**config.mk**
```make
export PLATFORM = sky130hd
export DESIGN_NAME = rgb_timing_gen
export DESIGN_NICKNAME = d
export VERILOG_FILES = /design/src/rtl/rgb_tg_pkg.sv /design/src/rtl/rgb_tg_shadow.sv /design/src/rtl/rgb_tg_counters.sv /design/src/rtl/rgb_tg_decode.sv /design/src/rtl/rgb_timing_gen.sv
export SDC_FILE = /design/constraint.sdc
export NUM_CORES = 1
export LEC_CHECK = 0
export ABC_AREA = 0
export ABC_CLOCK_PERIOD_IN_PS = 8300
export CAP_MARGIN = 0
export CORE_UTILIZATION = 40
export DETAILED_ROUTE_END_ITERATION = 16
export PLACE_DENSITY = 0.6
export SKIP_LAST_GASP = 1
export SYNTH_ARGS = -nofsm -noshare
export SYNTH_HDL_FRONTEND = slang
export SYNTH_SLANG_ARGS = --single-unit
```
**constraint.sdc**
```tcl
create_clock -name clk_i -period 8.3 [get_ports clk_i]
set_clock_uncertainty 0.05 [all_clocks]
set_input_delay 1.66 -clock clk_i [delete_from_list [all_inputs] [get_ports clk_i]]
set_output_delay 1.66 -clock clk_i [all_outputs]
set_load 0.05 [all_outputs]
```
**src/rtl/rgb_tg_pkg.sv**
```systemverilog
package rgb_tg_pkg;
  typedef struct packed {
    logic vs_pol;
    logic hs_pol;
    logic de_pol;
    logic clk_pol;
    logic de_en;
    logic half;
  } tg_flags_t;

  localparam int unsigned NSTROBE = 3;
  localparam int unsigned IDX_VS = 0;
  localparam int unsigned IDX_HS = 1;
  localparam int unsigned IDX_DE = 2;
endpackage

```
**src/rtl/rgb_tg_shadow.sv**
```systemverilog
module rgb_tg_shadow
  import rgb_tg_pkg::*;
#(
  parameter int unsigned HW = 12,
  parameter int unsigned VW = 11,
  localparam int unsigned PW = HW + VW + 1
) (
  input  logic          clk_i,
  input  logic          rst_ni,
  input  logic          load_i,
  input  logic [HW-1:0] h_total_i,
  input  logic [HW-1:0] h_sync_w_i,
  input  logic [HW-1:0] h_bp_i,
  input  logic [HW-1:0] h_act_i,
  input  logic [VW-1:0] v_total_i,
  input  logic [VW-1:0] v_sync_w_i,
  input  logic [VW-1:0] v_bp_i,
  input  logic [VW-1:0] v_act_i,
  input  logic          v_total_unit_i,
  input  logic          vs_w_unit_i,
  input  tg_flags_t     flags_i,
  output logic [HW-1:0] ht_o,
  output logic [HW-1:0] hsw_o,
  output logic [HW-1:0] hbp_o,
  output logic [HW-1:0] hact_o,
  output logic [VW-1:0] vbp_o,
  output logic [VW-1:0] vact_o,
  output logic [PW-1:0] per_o,
  output logic [PW-1:0] pul_o,
  output tg_flags_t     flags_o
);
  logic [PW-1:0] per_d, pul_d, half_add;

  // vertical values converted to pixel clocks at capture time
  always_comb begin
    half_add = flags_i.half ? PW'(h_total_i >> 1) : '0;
    per_d    = (v_total_unit_i ? PW'(v_total_i) * PW'(h_total_i) : PW'(v_total_i)) + half_add;
    pul_d    = vs_w_unit_i ? PW'(v_sync_w_i) * PW'(h_total_i) : PW'(v_sync_w_i);
  end

  always_ff @(posedge clk_i or negedge rst_ni) begin
    if (!rst_ni) begin
      ht_o <= '0; hsw_o <= '0; hbp_o <= '0; hact_o <= '0;
      vbp_o <= '0; vact_o <= '0; per_o <= '0; pul_o <= '0;
      flags_o <= '0;
    end else if (load_i) begin
      ht_o   <= h_total_i;
      hsw_o  <= h_sync_w_i;
      hbp_o  <= h_bp_i;
      hact_o <= h_act_i;
      vbp_o  <= v_bp_i;
      vact_o <= v_act_i;
      per_o  <= per_d;
      pul_o  <= pul_d;
      flags_o <= flags_i;
    end
  end
endmodule

```
**src/rtl/rgb_tg_counters.sv**
```systemverilog
module rgb_tg_counters #(
  parameter int unsigned HW = 12,
  parameter int unsigned VW = 11,
  localparam int unsigned PW = HW + VW + 1
) (
  input  logic          clk_i,
  input  logic          rst_ni,
  input  logic          clr_i,
  input  logic [HW-1:0] ht_i,
  input  logic [PW-1:0] per_i,
  input  logic          half_i,
  output logic          load_o,
  output logic          frame_wrap_o,
  output logic [HW-1:0] hcnt_o,
  output logic [PW-1:0] fcnt_o,
  output logic [VW-1:0] line_o,
  output logic          field_o
);
  logic h_wrap;

  assign h_wrap       = ({1'b0, hcnt_o} + 1'b1) >= {1'b0, ht_i};
  assign frame_wrap_o = !load_o && !clr_i && (({1'b0, fcnt_o} + 1'b1) >= {1'b0, per_i});

  always_ff @(posedge clk_i or negedge rst_ni) begin
    if (!rst_ni) begin
      load_o <= 1'b1; hcnt_o <= '0; fcnt_o <= '0; line_o <= '0; field_o <= 1'b0;
    end else if (clr_i) begin
      load_o <= 1'b1; hcnt_o <= '0; fcnt_o <= '0; line_o <= '0; field_o <= 1'b0;
    end else if (load_o) begin
      load_o <= 1'b0;
    end else begin
      hcnt_o <= h_wrap ? '0 : hcnt_o + 1'b1;
      if (frame_wrap_o) begin
        // frame start outranks a coincident line wrap
        fcnt_o  <= '0;
        line_o  <= '0;
        field_o <= half_i & ~field_o;
      end else begin
        fcnt_o <= fcnt_o + 1'b1;
        line_o <= line_o + VW'(h_wrap);
      end
    end
  end
endmodule

```
**src/rtl/rgb_tg_decode.sv**
```systemverilog
module rgb_tg_decode
  import rgb_tg_pkg::*;
#(
  parameter int unsigned HW = 12,
  parameter int unsigned VW = 11,
  localparam int unsigned PW = HW + VW + 1
) (
  input  logic          load_i,
  input  logic [HW-1:0] hcnt_i,
  input  logic [PW-1:0] fcnt_i,
  input  logic [VW-1:0] line_i,
  input  logic [HW-1:0] hsw_i,
  input  logic [HW-1:0] hbp_i,
  input  logic [HW-1:0] hact_i,
  input  logic [VW-1:0] vbp_i,
  input  logic [VW-1:0] vact_i,
  input  logic [PW-1:0] pul_i,
  input  tg_flags_t     flags_i,
  output logic [NSTROBE-1:0] pin_o
);
  logic [HW:0]   h_start;
  logic [HW+1:0] h_end;
  logic [VW:0]   v_end;
  logic in_h, in_v;
  logic [NSTROBE-1:0] act, pol;

  assign h_start = (HW+1)'(hsw_i) + (HW+1)'(hbp_i);
  assign h_end   = (HW+2)'(h_start) + (HW+2)'(hact_i);
  assign v_end   = (VW+1)'(vbp_i) + (VW+1)'(vact_i);
  assign in_h    = ((HW+1)'(hcnt_i) >= h_start) && ((HW+2)'(hcnt_i) < h_end);
  assign in_v    = (line_i >= vbp_i) && ((VW+1)'(line_i) < v_end);

  assign act[IDX_VS] = !load_i && (fcnt_i < pul_i);
  assign act[IDX_HS] = !load_i && (hcnt_i < hsw_i);
  assign act[IDX_DE] = !load_i && flags_i.de_en && in_h && in_v;

  assign pol[IDX_VS] = flags_i.vs_pol;
  assign pol[IDX_HS] = flags_i.hs_pol;
  assign pol[IDX_DE] = flags_i.de_pol;

  for (genvar i = 0; i < NSTROBE; i++) begin : g_pin
    assign pin_o[i] = ~(act[i] ^ pol[i]);
  end
endmodule

```
**src/rtl/rgb_timing_gen.sv**
```systemverilog
module rgb_timing_gen
  import rgb_tg_pkg::*;
#(
  parameter int unsigned HW = 12,
  parameter int unsigned VW = 11
) (
  input  logic          clk_i,
  input  logic          rst_ni,
  input  logic          clr_i,
  input  logic [HW-1:0] h_total_i,
  input  logic [HW-1:0] h_sync_w_i,
  input  logic [HW-1:0] h_bp_i,
  input  logic [HW-1:0] h_act_i,
  input  logic [VW-1:0] v_total_i,
  input  logic [VW-1:0] v_sync_w_i,
  input  logic [VW-1:0] v_bp_i,
  input  logic [VW-1:0] v_act_i,
  input  logic          v_total_unit_i,
  input  logic          vs_w_unit_i,
  input  logic          half_line_i,
  input  logic          vs_pol_i,
  input  logic          hs_pol_i,
  input  logic          de_pol_i,
  input  logic          clk_pol_i,
  input  logic          de_en_i,
  output logic          vsync_o,
  output logic          hsync_o,
  output logic          de_o,
  output logic          launch_rise_o,
  output logic [HW-1:0] px_x_o,
  output logic [VW-1:0] line_y_o,
  output logic          field_o
);
  localparam int unsigned PW = HW + VW + 1;

  tg_flags_t flags_in, flags_q;
  logic load_q, frame_wrap, shadow_ld;
  logic [HW-1:0] ht_q, hsw_q, hbp_q, hact_q;
  logic [VW-1:0] vbp_q, vact_q;
  logic [PW-1:0] per_q, pul_q, fcnt_q;
  logic [NSTROBE-1:0] pins;

  assign flags_in = '{vs_pol: vs_pol_i, hs_pol: hs_pol_i, de_pol: de_pol_i,
                      clk_pol: clk_pol_i, de_en: de_en_i, half: half_line_i};
  assign shadow_ld = !clr_i && (load_q || frame_wrap);

  rgb_tg_shadow #(.HW(HW), .VW(VW)) u_shadow (
    .clk_i, .rst_ni, .load_i(shadow_ld),
    .h_total_i, .h_sync_w_i, .h_bp_i, .h_act_i,
    .v_total_i, .v_sync_w_i, .v_bp_i, .v_act_i,
    .v_total_unit_i, .vs_w_unit_i, .flags_i(flags_in),
    .ht_o(ht_q), .hsw_o(hsw_q), .hbp_o(hbp_q), .hact_o(hact_q),
    .vbp_o(vbp_q), .vact_o(vact_q), .per_o(per_q), .pul_o(pul_q),
    .flags_o(flags_q)
  );

  rgb_tg_counters #(.HW(HW), .VW(VW)) u_cnt (
    .clk_i, .rst_ni, .clr_i, .ht_i(ht_q), .per_i(per_q), .half_i(half_line_i),
    .load_o(load_q), .frame_wrap_o(frame_wrap), .hcnt_o(px_x_o),
    .fcnt_o(fcnt_q), .line_o(line_y_o), .field_o(field_o)
  );

  rgb_tg_decode #(.HW(HW), .VW(VW)) u_dec (
    .load_i(load_q), .hcnt_i(px_x_o), .fcnt_i(fcnt_q), .line_i(line_y_o),
    .hsw_i(hsw_q), .hbp_i(hbp_q), .hact_i(hact_q), .vbp_i(vbp_q),
    .vact_i(vact_q), .pul_i(pul_q), .flags_i(flags_q), .pin_o(pins)
  );

  assign vsync_o       = pins[IDX_VS];
  assign hsync_o       = pins[IDX_HS];
  assign de_o          = pins[IDX_DE];
  assign launch_rise_o = flags_q.clk_pol;
endmodule

```
==> Word level (Yosys, flattened, before mapping) <==
Cells that the tools add are included.
{ "word_totals": {"ff_bits": 172, "input_bits": 103, "out_inout_bits": 28, "word_cells": 77} }
{ "op_classes": {"n_addsub": 9, "n_mul": 2, "magnitude_cmp": 8, "eq_ne": 1, "muxes": 16, "bitwise_logic": 8, "n_reduce_logical": 15} }
{ "op_table": {"columns": ["cell", "count"], "rows": [
  ["24-bit 2-to-1 mux", 3],
  ["11-bit by 12-bit multiplier with 23-bit output", 2],
  ["23-bit 2-to-1 mux", 2],
  ["11-bit 2-to-1 mux", 4],
  ["12-bit 2-to-1 mux", 3],
  ["24-bit by 1-bit adder with 25-bit output (second input constant)", 1],
  ["25-bit by 24-bit >= comparator with 1-bit output", 1],
  ["24-bit by 1-bit adder with 24-bit output (second input constant)", 1],
  ["24-bit adder", 1],
  ["24-bit < comparator", 1],
  ["13-bit by 12-bit adder with 14-bit output", 1],
  ["12-bit by 14-bit < comparator with 1-bit output", 1],
  ["12-bit by 1-bit adder with 13-bit output (second input constant)", 1],
  ["12-bit by 12-bit adder with 13-bit output", 1],
  ["12-bit by 13-bit >= comparator with 1-bit output", 1],
  ["13-bit by 12-bit >= comparator with 1-bit output", 1],
  ["11-bit by 11-bit adder with 12-bit output", 1],
  ["12-bit by 1-bit adder with 12-bit output (second input constant)", 1],
  ["11-bit by 12-bit < comparator with 1-bit output", 1],
  ["12-bit < comparator", 1],
  ["11-bit by 1-bit adder with 11-bit output", 1],
  ["11-bit >= comparator", 1],
  ["1-bit logical AND", 10],
  ["1-bit 2-to-1 mux", 4],
  ["8 further kinds", 14]
]} }

==> Depth between registers and ports, before layout <==
Gate-level depths: netlist of run 1.
{ "depth": {"word_depth": 8, "depth_mapped": 28, "ltp_nobuf": 27} }

==> Hierarchy <==
A second synthesis of run 1 with hierarchy kept.
{ "hier_totals": {"cells_unflattened": 2345, "hier_area_um2": 21474.3} }
{ "by_module_without_submodules": {"columns": ["mod", "n_inst", "cells_each", "area_per_inst_um2"], "rows": [
  ["rgb_tg_shadow", 1, 1508, 14451.4],
  ["rgb_tg_counters", 1, 403, 3668.5],
  ["rgb_tg_decode", 1, 433, 3344.5],
  ["rgb_timing_gen", 1, 1, 10.0]
]} }

==> Least setup slack after synthesis of run 1 <==
Ideal clock, no wire load.
{ "synth_timing": {"path_type": "input to register", "from": "input port v_total_i[4]", "to": "register u_shadow.per_o[22]", "arrival_time_ps": 7277, "required_ps": 8167, "path_slack_ps": 890, "cell_stages": 25, "n_path_buf": 1, "cell_sequence": "clkbuf_1 nand2_1 fa_1 fa_1 inv_1 ha_1 fa_1 inv_1 fa_1 inv_1 ha_1 o21a_1 o21ai_1 nor2_1 nor2_1 xnor2_1 mux2_2 ha_1 nand3_1 o2111ai_1 nand4_1 nor3_1 nand4b_1 xnor2_1 o21ai_0"} }
{ "synth_via": {"elab_chain_cells": 3} }
{ "synth_lines": {"columns": ["element", "line", "text"], "rows": [
  ["start: declaration", "rgb_timing_gen.sv:14", "input logic [VW-1:0] v_total_i,"],
  ["11-bit by 12-bit multiplier with 23-bit output", "rgb_tg_shadow.sv:37", "per_d = (v_total_unit_i ? PW'(v_total_i) * PW'(h_total_i) : PW'(v_total_i)) + half_add;"],
  ["23-bit 2-to-1 mux (*)", "rgb_tg_shadow.sv:37", null],
  ["24-bit adder (*)", "rgb_tg_shadow.sv:37", null],
  ["end signal: assignment", "rgb_tg_shadow.sv:53", "per_o <= per_d;"],
  ["end: declaration", "rgb_tg_shadow.sv:28", "output logic [PW-1:0] per_o,"]
]} }
Mark *: on every way between the ends. The rest lies on a longest branch, timed or not.
A chain may end at the register's enable or synchronous reset.

==> Worst setup path in the final report of run 1 <==
{ "layout_timing": {"from": "register u_shadow.hsw_o[0]", "to": "output port de_o"} }
{ "layout_via": {"elab_chain_cells": 8, "elab_cells_between_ends": 9, "classes_between": "2 x add/sub; 2 x order compare; 2 x bitwise; 3 x reduce/logical"} }
{ "layout_lines": {"columns": ["element", "line", "text"], "rows": [
  ["start: declaration", "rgb_tg_shadow.sv:23", "output logic [HW-1:0] hsw_o,"],
  ["start signal: assignment", "rgb_tg_shadow.sv:48", "hsw_o <= h_sync_w_i;"],
  ["12-bit by 12-bit adder with 13-bit output (*)", "rgb_tg_decode.sv:27", "assign h_start = (HW+1)'(hsw_i) + (HW+1)'(hbp_i);"],
  ["13-bit by 12-bit adder with 14-bit output", "rgb_tg_decode.sv:28", "assign h_end = (HW+2)'(h_start) + (HW+2)'(hact_i);"],
  ["12-bit by 14-bit < comparator with 1-bit output", "rgb_tg_decode.sv:30", "assign in_h = ((HW+1)'(hcnt_i) >= h_start) && ((HW+2)'(hcnt_i) < h_end);"],
  ["1-bit logical AND (*)", "rgb_tg_decode.sv:30", null],
  ["1-bit logical AND (*) (2 in series)", "rgb_tg_decode.sv:35", "assign act[IDX_DE] = !load_i && flags_i.de_en && in_h && in_v;"],
  ["1-bit bitwise XOR (*)", "rgb_tg_decode.sv:42", "assign pin_o[i] = ~(act[i] ^ pol[i]);"],
  ["1-bit NOT (*)", "rgb_tg_decode.sv:42", null],
  ["end: declaration", "rgb_timing_gen.sv:28", "output logic de_o,"]
]} }
Marked as above.

==> flow_summary.json, run 1 <==
{
  "run_status": "finished, final reports clean",
  "cp_top_family": "compound AO/OA/AOI/OAI gates",
  "grt_pass1_vias": 17016,
  "cp_data_required_time_ns": 6.59,
  "fin_setup_tns_ns": 0,
  "rsz0062_at_grt": "false",
  "cellLeakagePower_nw": 12.0,
  "clockBufferDepth": 2,
  "hold_viol": 0,
  "power_density_nw_per_um2": 269,
  "synth_area_sq_um": 20900,
  "drv_slew": 0,
  "track_usage": 0.207,
  "finalPower_mw": 6.38,
  "worstSetupEndpointType": "output pin",
  "clock_sinks": 171,
  "nNetsFinal": 3115,
  "hpwl_microns": 42300,
  "clk_latency_ns": 0.45,
  "drt-pass1-iter-count": 5,
  "worst_pin_slew_ns": 1.20,
  "cts_setup_buffers": 0,
  "crit_type": "flop to output pin",
  "overflow": 0,
  "synthCells": 2433,
  "crit_chain": "ha_1, fa_1, a21o_1, a211oi_1, nor2_1, o41ai_2, xnor2_1, ha_1, nand2_1, nand2_1, a41oi_1, nand2_1, xnor2_1, ha_1, nor2b_1, a2111oi_0, o31ai_1, a32oi_1, nand4_1, xor2_1, clkdlybuf4s50_1",
  "row_count": 83,
  "ys_warn_count": 0,
  "synth_edf_count": 0,
  "clkTransAtPathRegs_ns": 0.07,
  "critical_path_buf_inv_count": 1,
  "pre_cts_slack_ns": 0.220,
  "finalCritPeriodShare": 0.931,
  "async_flop_share": 1.00,
  "maxSlewHeadroom": 0.201,
  "setup_viol": 0,
  "coreArea_sq_um": 51500,
  "grt.busiest_layer": "met2",
  "worst_path_largest_cell_delay_ns": 0.81,
  "grtUsageMet1": 0.297,
  "worstPathMaxFanout": 5,
  "fmax_mhz": 129,
  "fp.dieH_microns": 231,
  "cts_max_level": 4,
  "grt_use_met2": 0.331,
  "die_x_microns": 231,
  "synth-seq-area-share": 0.205,
  "placed_area_sq_um": 23100,
  "gp_congestion": 0.860,
  "synth_cell_type_count": 75,
  "drtIter0Drc": 853,
  "worstPathArrival_ns": 6.02,
  "area_growth_pct": 13.7,
  "io_pins": 131,
  "syn_nets": 3003,
  "drv_cap": 0,
  "initial_core_util": 0.406,
  "antenna_found_initial": 1,
  "irDropWorstVdd_mv": 0.217,
  "grt_max_degree": 98,
  "fin_area_sq_um": 23800,
  "start_kind": "flop",
  "finalCriticalPeriod_ns": 7.73,
  "wire_per_inst_microns": 16.5,
  "grt_pass1_wl_microns": 88700,
  "hold_buffers": 0,
  "slowest_stage": "clkdlybuf4s50_1",
  "dieArea_sq_um": 53200,
  "met3_usage": 0.0227,
  "cts_inserted_buffers": 17,
  "drt-total-wl_microns": 53600,
  "reg2reg_setup_slack_ns": 2.81,
  "final_layout_size_suffix_gt1_frac": 0.0465,
  "via_per_inst": 5.20,
  "io_buffers": 130,
  "synth_flop_cell": "dfrtp_1",
  "ctsResizeCount": 0,
  "holdCritPathClass": "flop to flop",
  "cts_root_buf": "clkbuf_16",
  "postRouteAntennaNets": 0,
  "vias": 16827,
  "drc": 0,
  "synth.avg_cell_area_sq_um": 8.59,
  "setup_ws_ns": 0.573,
  "synth-seq-cells": 171,
  "cts_tree": "yes"
}
final cells by class:
type	count	area (sq um)
Fill cell	5076	27800
Multi-Input combinational cell	1839	15000
Sequential cell	171	4280
Timing Repair Buffer	186	1750
Inverter	330	1240
Tap cell	680	851
Clock buffer	19	453
Clock inverter	13	180
Antenna cell	1	2.50
kinds of logic (layout without fill, tap and decap cells):
family	Yosys count	in the layout	share of synthesized area
buffers and inverters	423	548	0.0785
DFF	171	171	0.205
adders and majority gates	467	467	0.345
muxes	22	22	0.0112
other	0	1	0
AOI/OAI and AO/OA	403	403	0.125
xor gates and xnor gates	122	122	0.0511
and+or+nand+nor	825	825	0.185
sequential cells by signal, summed over array words and instances (netlist names):
signal and flops:
u_cnt.fcnt_o 24, u_cnt.field_o 1, u_cnt.hcnt_o 12, u_cnt.line_o 11, u_cnt.load_o 1, u_shadow.flags_o 5, u_shadow.hact_o 12, u_shadow.hbp_o 12
u_shadow.hsw_o 12, u_shadow.ht_o 12, u_shadow.per_o 24, u_shadow.pul_o 23, u_shadow.vact_o 11, u_shadow.vbp_o 11
cells in the mapped netlist, types with 5 or more instances:
| cell | instances | area, sq um |
|---|---|---|
| o2111ai_1 | 5 | 43.8 |
| o21ai_1 | 5 | 25.0 |
| and2_1 | 131 | 820 |
| fa_1 | 182 | 3640 |
| nor2b_1 | 16 | 100 |
| xor2_1 | 47 | 412 |
| o211ai_1 | 7 | 52.6 |
| a22o_1 | 14 | 123 |
| or3_1 | 6 | 37.5 |
| o22ai_1 | 6 | 37.5 |
| o21bai_1 | 9 | 67.6 |
| and3_1 | 19 | 119 |
| xnor2_1 | 75 | 657 |
| mux2_2 | 11 | 124 |
| o31ai_1 | 6 | 45.0 |
| nand3_1 | 57 | 285 |
| buf_4 | 8 | 60.1 |
| nor2_1 | 67 | 251 |
| a211oi_1 | 15 | 113 |
| nor3_1 | 25 | 125 |
| a21boi_0 | 6 | 45.0 |
| mux2i_1 | 11 | 110 |
| buf_2 | 13 | 65.1 |
| nand2b_1 | 19 | 119 |
| nand4_1 | 22 | 138 |
| o21ai_0 | 131 | 656 |
| nor4_1 | 10 | 62.6 |
| inv_1 | 330 | 1240 |
| a21oi_1 | 82 | 410 |
| dfrtp_1 | 170 | 4250 |
| clkbuf_1 | 71 | 267 |
| ha_1 | 285 | 3570 |
| o21a_1 | 19 | 143 |
| nand2_1 | 431 | 1620 |
| a21o_1 | 48 | 360 |
report_power, final:
part           switching (mW)  internal, mW
logic                    2.55          1.92
registers              0.0695         0.965
clock network           0.376         0.499
total                    3.00          3.38
stage by stage:
step | hold slack (ns) | util | instances
6_report | 0.434 | 0.461 | 3239
5_1_grt | 0.458 | 0.461 | 3239
4_1_cts | 0.438 | 0.461 | 3238
3_5_place_dp | 0.415 | 0.449 | 3206
3_3_place_gp | 0.412 | 0.449 | 3206
2_1_floorplan | 0.395 | - | 2433
worst paths after layout:
path | cells past startpoint | from | end
max in group asynchronous | 2 | rst_ni | u_shadow.pul_o[10]
hold / removal | 2 | u_shadow.flags_o[2] | u_shadow.flags_o[2]
min in group asynchronous | 1 | rst_ni | u_shadow.vact_o[8]
setup / recovery | 21 | u_shadow.hsw_o[0] | de_o
hold reg to reg | 2 | u_shadow.flags_o[2] | u_shadow.flags_o[2]
setup reg to reg | 17 | u_cnt.fcnt_o[0] | u_shadow.pul_o[11]
routing by layer:
layer / share of wire / vias to the layer above
met1: 0.49 / 8215
met3: 0.038 / 50
met5: 0 / -
met4: 0.016 / 0
met2: 0.45 / 344
li1: - / 8218
worst reg2reg max path, cell delays in order, from the launching register on:
cell and delay (ns):
dfrtp_1 0.48, ha_1 0.31, and4_1 0.31, nand3_2 0.19, nor4_4 0.44, nand3_1 0.15, xnor2_1 0.30, ha_1 0.35
nand4_1 0.11, nor3_1 0.06, a221o_1 0.33, a221o_1 0.31, a21oi_2 0.26, nand2_1 0.21, o21bai_4 0.98, buf_4 0.41
nand2_1 0.10, o31ai_1 0.06
cells in the final DEF (no fill, tap or decap), drive strengths merged, types with 10 or more instances in the layout:
cell	Yosys	layout
inv	330	336
mux2i	11	11
mux2	11	11
nand3	58	58
nor2	67	67
clkdlybuf4s50	0	129
a22o	14	14
o21bai	10	10
nor4	11	11
fa	182	182
ha	285	285
xnor2	75	75
nor2b	16	16
nand2b	19	19
nor3	26	26
xor2	47	47
a21o	48	48
o21ai	136	136
nand2	431	431
dfrtp	170	170
o21a	19	19
buf	22	57
and3	19	19
a211oi	15	15
nand4	22	22
a21oi	83	83
clkbuf	71	19
and2	131	131
Power figures use the tool's default switching activity.
==> inputs of run 2 (changes only) <==
SKIP_LAST_GASP = default   (was 1)
SLEW_MARGIN = 40   (was default)
==> run 2 against run 1 <==
- sequential cell count is the same
- global-route usage is essentially flat
- non-clock buffer count grew 3
- setup slack gained 0.010 ns
- hold slack gained 0.00052 ns
- sequential share of layout area is essentially flat
- highest routed layer unchanged
- critical path depth is the same
==> flow_summary.json, run 2 (synthesis results as in run 1) <==
{
  "run_status": "finished, final reports clean",
  "drv_cap": 0,
  "switchingPower_mw": 2.98,
  "maxSlewHeadroom": 0.537,
  "critical_path_buf_inv_count": 1,
  "slowest_stage": "clkdlybuf4s50_1",
  "finalCritPeriodShare": 0.930,
  "drt-total-wl_microns": 53800,
  "cts_tree": "yes",
  "drtIter0Drc": 809,
  "fmax_mhz": 130,
  "cellLeakagePower_nw": 12.0,
  "finalCriticalPeriod_ns": 7.72,
  "worstPathMaxFanout": 5,
  "p_int_mw": 3.36,
  "antenna_found_initial": 2,
  "nNetsFinal": 3118,
  "io_pins": 131,
  "worst_pin_slew_ns": 0.694,
  "setup_viol": 0,
  "io_buffers": 130,
  "fp.dieH_microns": 231,
  "initial_core_util": 0.406,
  "pwr-share-comb": 0.706,
  "irDropWorstVdd_mv": 0.207,
  "coreArea_sq_um": 51500,
  "fin_setup_tns_ns": 0,
  "rsz0062_at_grt": "false",
  "clkTransAtPathRegs_ns": 0.06,
  "final_layout_size_suffix_gt1_frac": 0.0472,
  "largest_registers": "u_cnt.fcnt_o x24, u_shadow.per_o x24, u_shadow.pul_o x23",
  "via_per_inst": 5.19,
  "crit_chain": "ha_1, fa_1, a21o_1, a211oi_1, nor2_1, o41ai_2, xnor2_1, ha_1, nand2_1, nand2_1, a41oi_1, nand2_1, xnor2_1, ha_1, nor2b_1, a2111oi_0, o31ai_1, a32oi_1, nand4_1, xor2_1, clkdlybuf4s50_1",
  "setup_ws_ns": 0.583,
  "postRouteAntennaNets": 0,
  "fill_cells": 5012,
  "final_common_cell": "nand2_1",
  "hpwl_microns": 42600,
  "drv_slew": 0,
  "cts_root_buf": "clkbuf_16",
  "cp_top_family": "compound AO/OA/AOI/OAI gates",
  "pre_cts_slack_ns": 0.204,
  "vias": 16826,
  "gp_congestion": 0.860,
  "clk_latency_ns": 0.45,
  "worstPathArrival_ns": 6.01,
  "hold_viol": 0,
  "cts_setup_buffers": 0,
  "crit_type": "flop to output pin",
  "holdCritPathClass": "flop to flop",
  "placed_cells": 3208,
  "clkPwrFrac": 0.131,
  "drt-pass1-iter-count": 5,
  "clock_sinks": 171,
  "die_x_microns": 231,
  "wire_per_inst_microns": 16.6,
  "cts_max_level": 4,
  "ctsResizeCount": 0,
  "pwr-share-seq": 0.163,
  "dieArea_sq_um": 53200,
  "start_kind": "flop",
  "hold_ws_ns": 0.434,
  "worst_path_largest_cell_delay_ns": 0.81,
  "row_count": 83,
  "area_growth_pct": 13.8,
  "hold_buffers": 0,
  "fin_cells": 3242,
  "mostFrequentLayoutCells": "nand2_1, inv_1, ha_1",
  "grt_pass1_wl_microns": 88900,
  "drc": 0,
  "cp_data_required_time_ns": 6.59,
  "power_density_nw_per_um2": 266,
  "track_usage": 0.208,
  "cts_inserted_buffers": 17,
  "grt_max_degree": 98,
  "worstSetupEndpointType": "output pin",
  "clockBufferDepth": 2,
  "switching_share": 0.470,
  "overflow": 0,
  "grt_pass1_vias": 17180
}
-- run 2: per-layer routing --
metal / wire length, microns / vias to the layer above / share of wire / GRT usage
met2: 24600 / 322 / 0.46 / 0.338
met1: 26400 / 8227 / 0.49 / 0.296
met3: 2060 / 50 / 0.038 / 0.0219
li1: - / 8227 / - / -
met5: 0 / - / 0 / 0
met4: 782 / 0 / 0.015 / 0.0468
-- run 2: cell type report --
cell class	count	area (sq um)	share of cell area
diodes	1	2.50	0.000105
clock buffers	22	474	0.0199
clock inverters	10	128	0.00536
inverters	330	1240	0.0521
multi-input cells	1839	15000	0.631
flip-flops and latches	171	4280	0.180
well taps	680	851	0.0358
repair buffers	189	1810	0.0762
-- run 2: final timing paths --
kind / end / slack [ns] / depth (start not counted) / from
hold / removal: u_shadow.per_o[7] / 0.43 / 2 / u_shadow.per_o[7]
min in group asynchronous: u_shadow.vact_o[8] / 1.06 / 1 / rst_ni
max in group asynchronous: u_shadow.pul_o[14] / 6.07 / 2 / rst_ni
hold reg to reg: u_shadow.per_o[7] / 0.43 / 2 / u_shadow.per_o[7]
setup reg to reg: u_shadow.pul_o[19] / 3.25 / 19 / u_cnt.fcnt_o[2]
setup / recovery: de_o / 0.58 / 21 / u_shadow.hsw_o[0]
-- run 2: power by group through the flow --
| stage | clock, mW | sequential [mW] | combinational [mW] |
|---|---|---|---|
| floorplan | 0 | 1.03 | 3.37 |
| global placement | 0 | 1.05 | 4.37 |
| detailed placement | 0 | 1.05 | 4.42 |
| CTS | 0.850 | 1.04 | 4.46 |
| global route | 0.877 | 1.05 | 5.07 |
| finish | 0.828 | 1.04 | 4.48 |
-- run 2: per-stage QoR --
| stage | cell area (sq um) | utilization | power (mW) |
|---|---|---|---|
| finish | 23800 | 0.462 | 6.34 |
| global placement | 23100 | 0.449 | 5.42 |
| CTS | 23800 | 0.461 | 6.35 |
| floorplan | 20900 | - | 4.40 |
| global route | 23800 | 0.462 | 7.00 |
| detailed placement | 23200 | 0.449 | 5.47 |
-- run 2: worst min-delay path: cells and delay by family (launching register included) --
family             cells  cell delay [ns]
DFF                    1             0.34
AOI/OAI and AO/OA      1             0.06
and+or+nand+nor        1             0.05
==> inputs of run 3 (changes only) <==
CAP_MARGIN = default   (was 0)
==> results of run 3 <==
Final layout, timing and power as in run 2 (identical DEF).
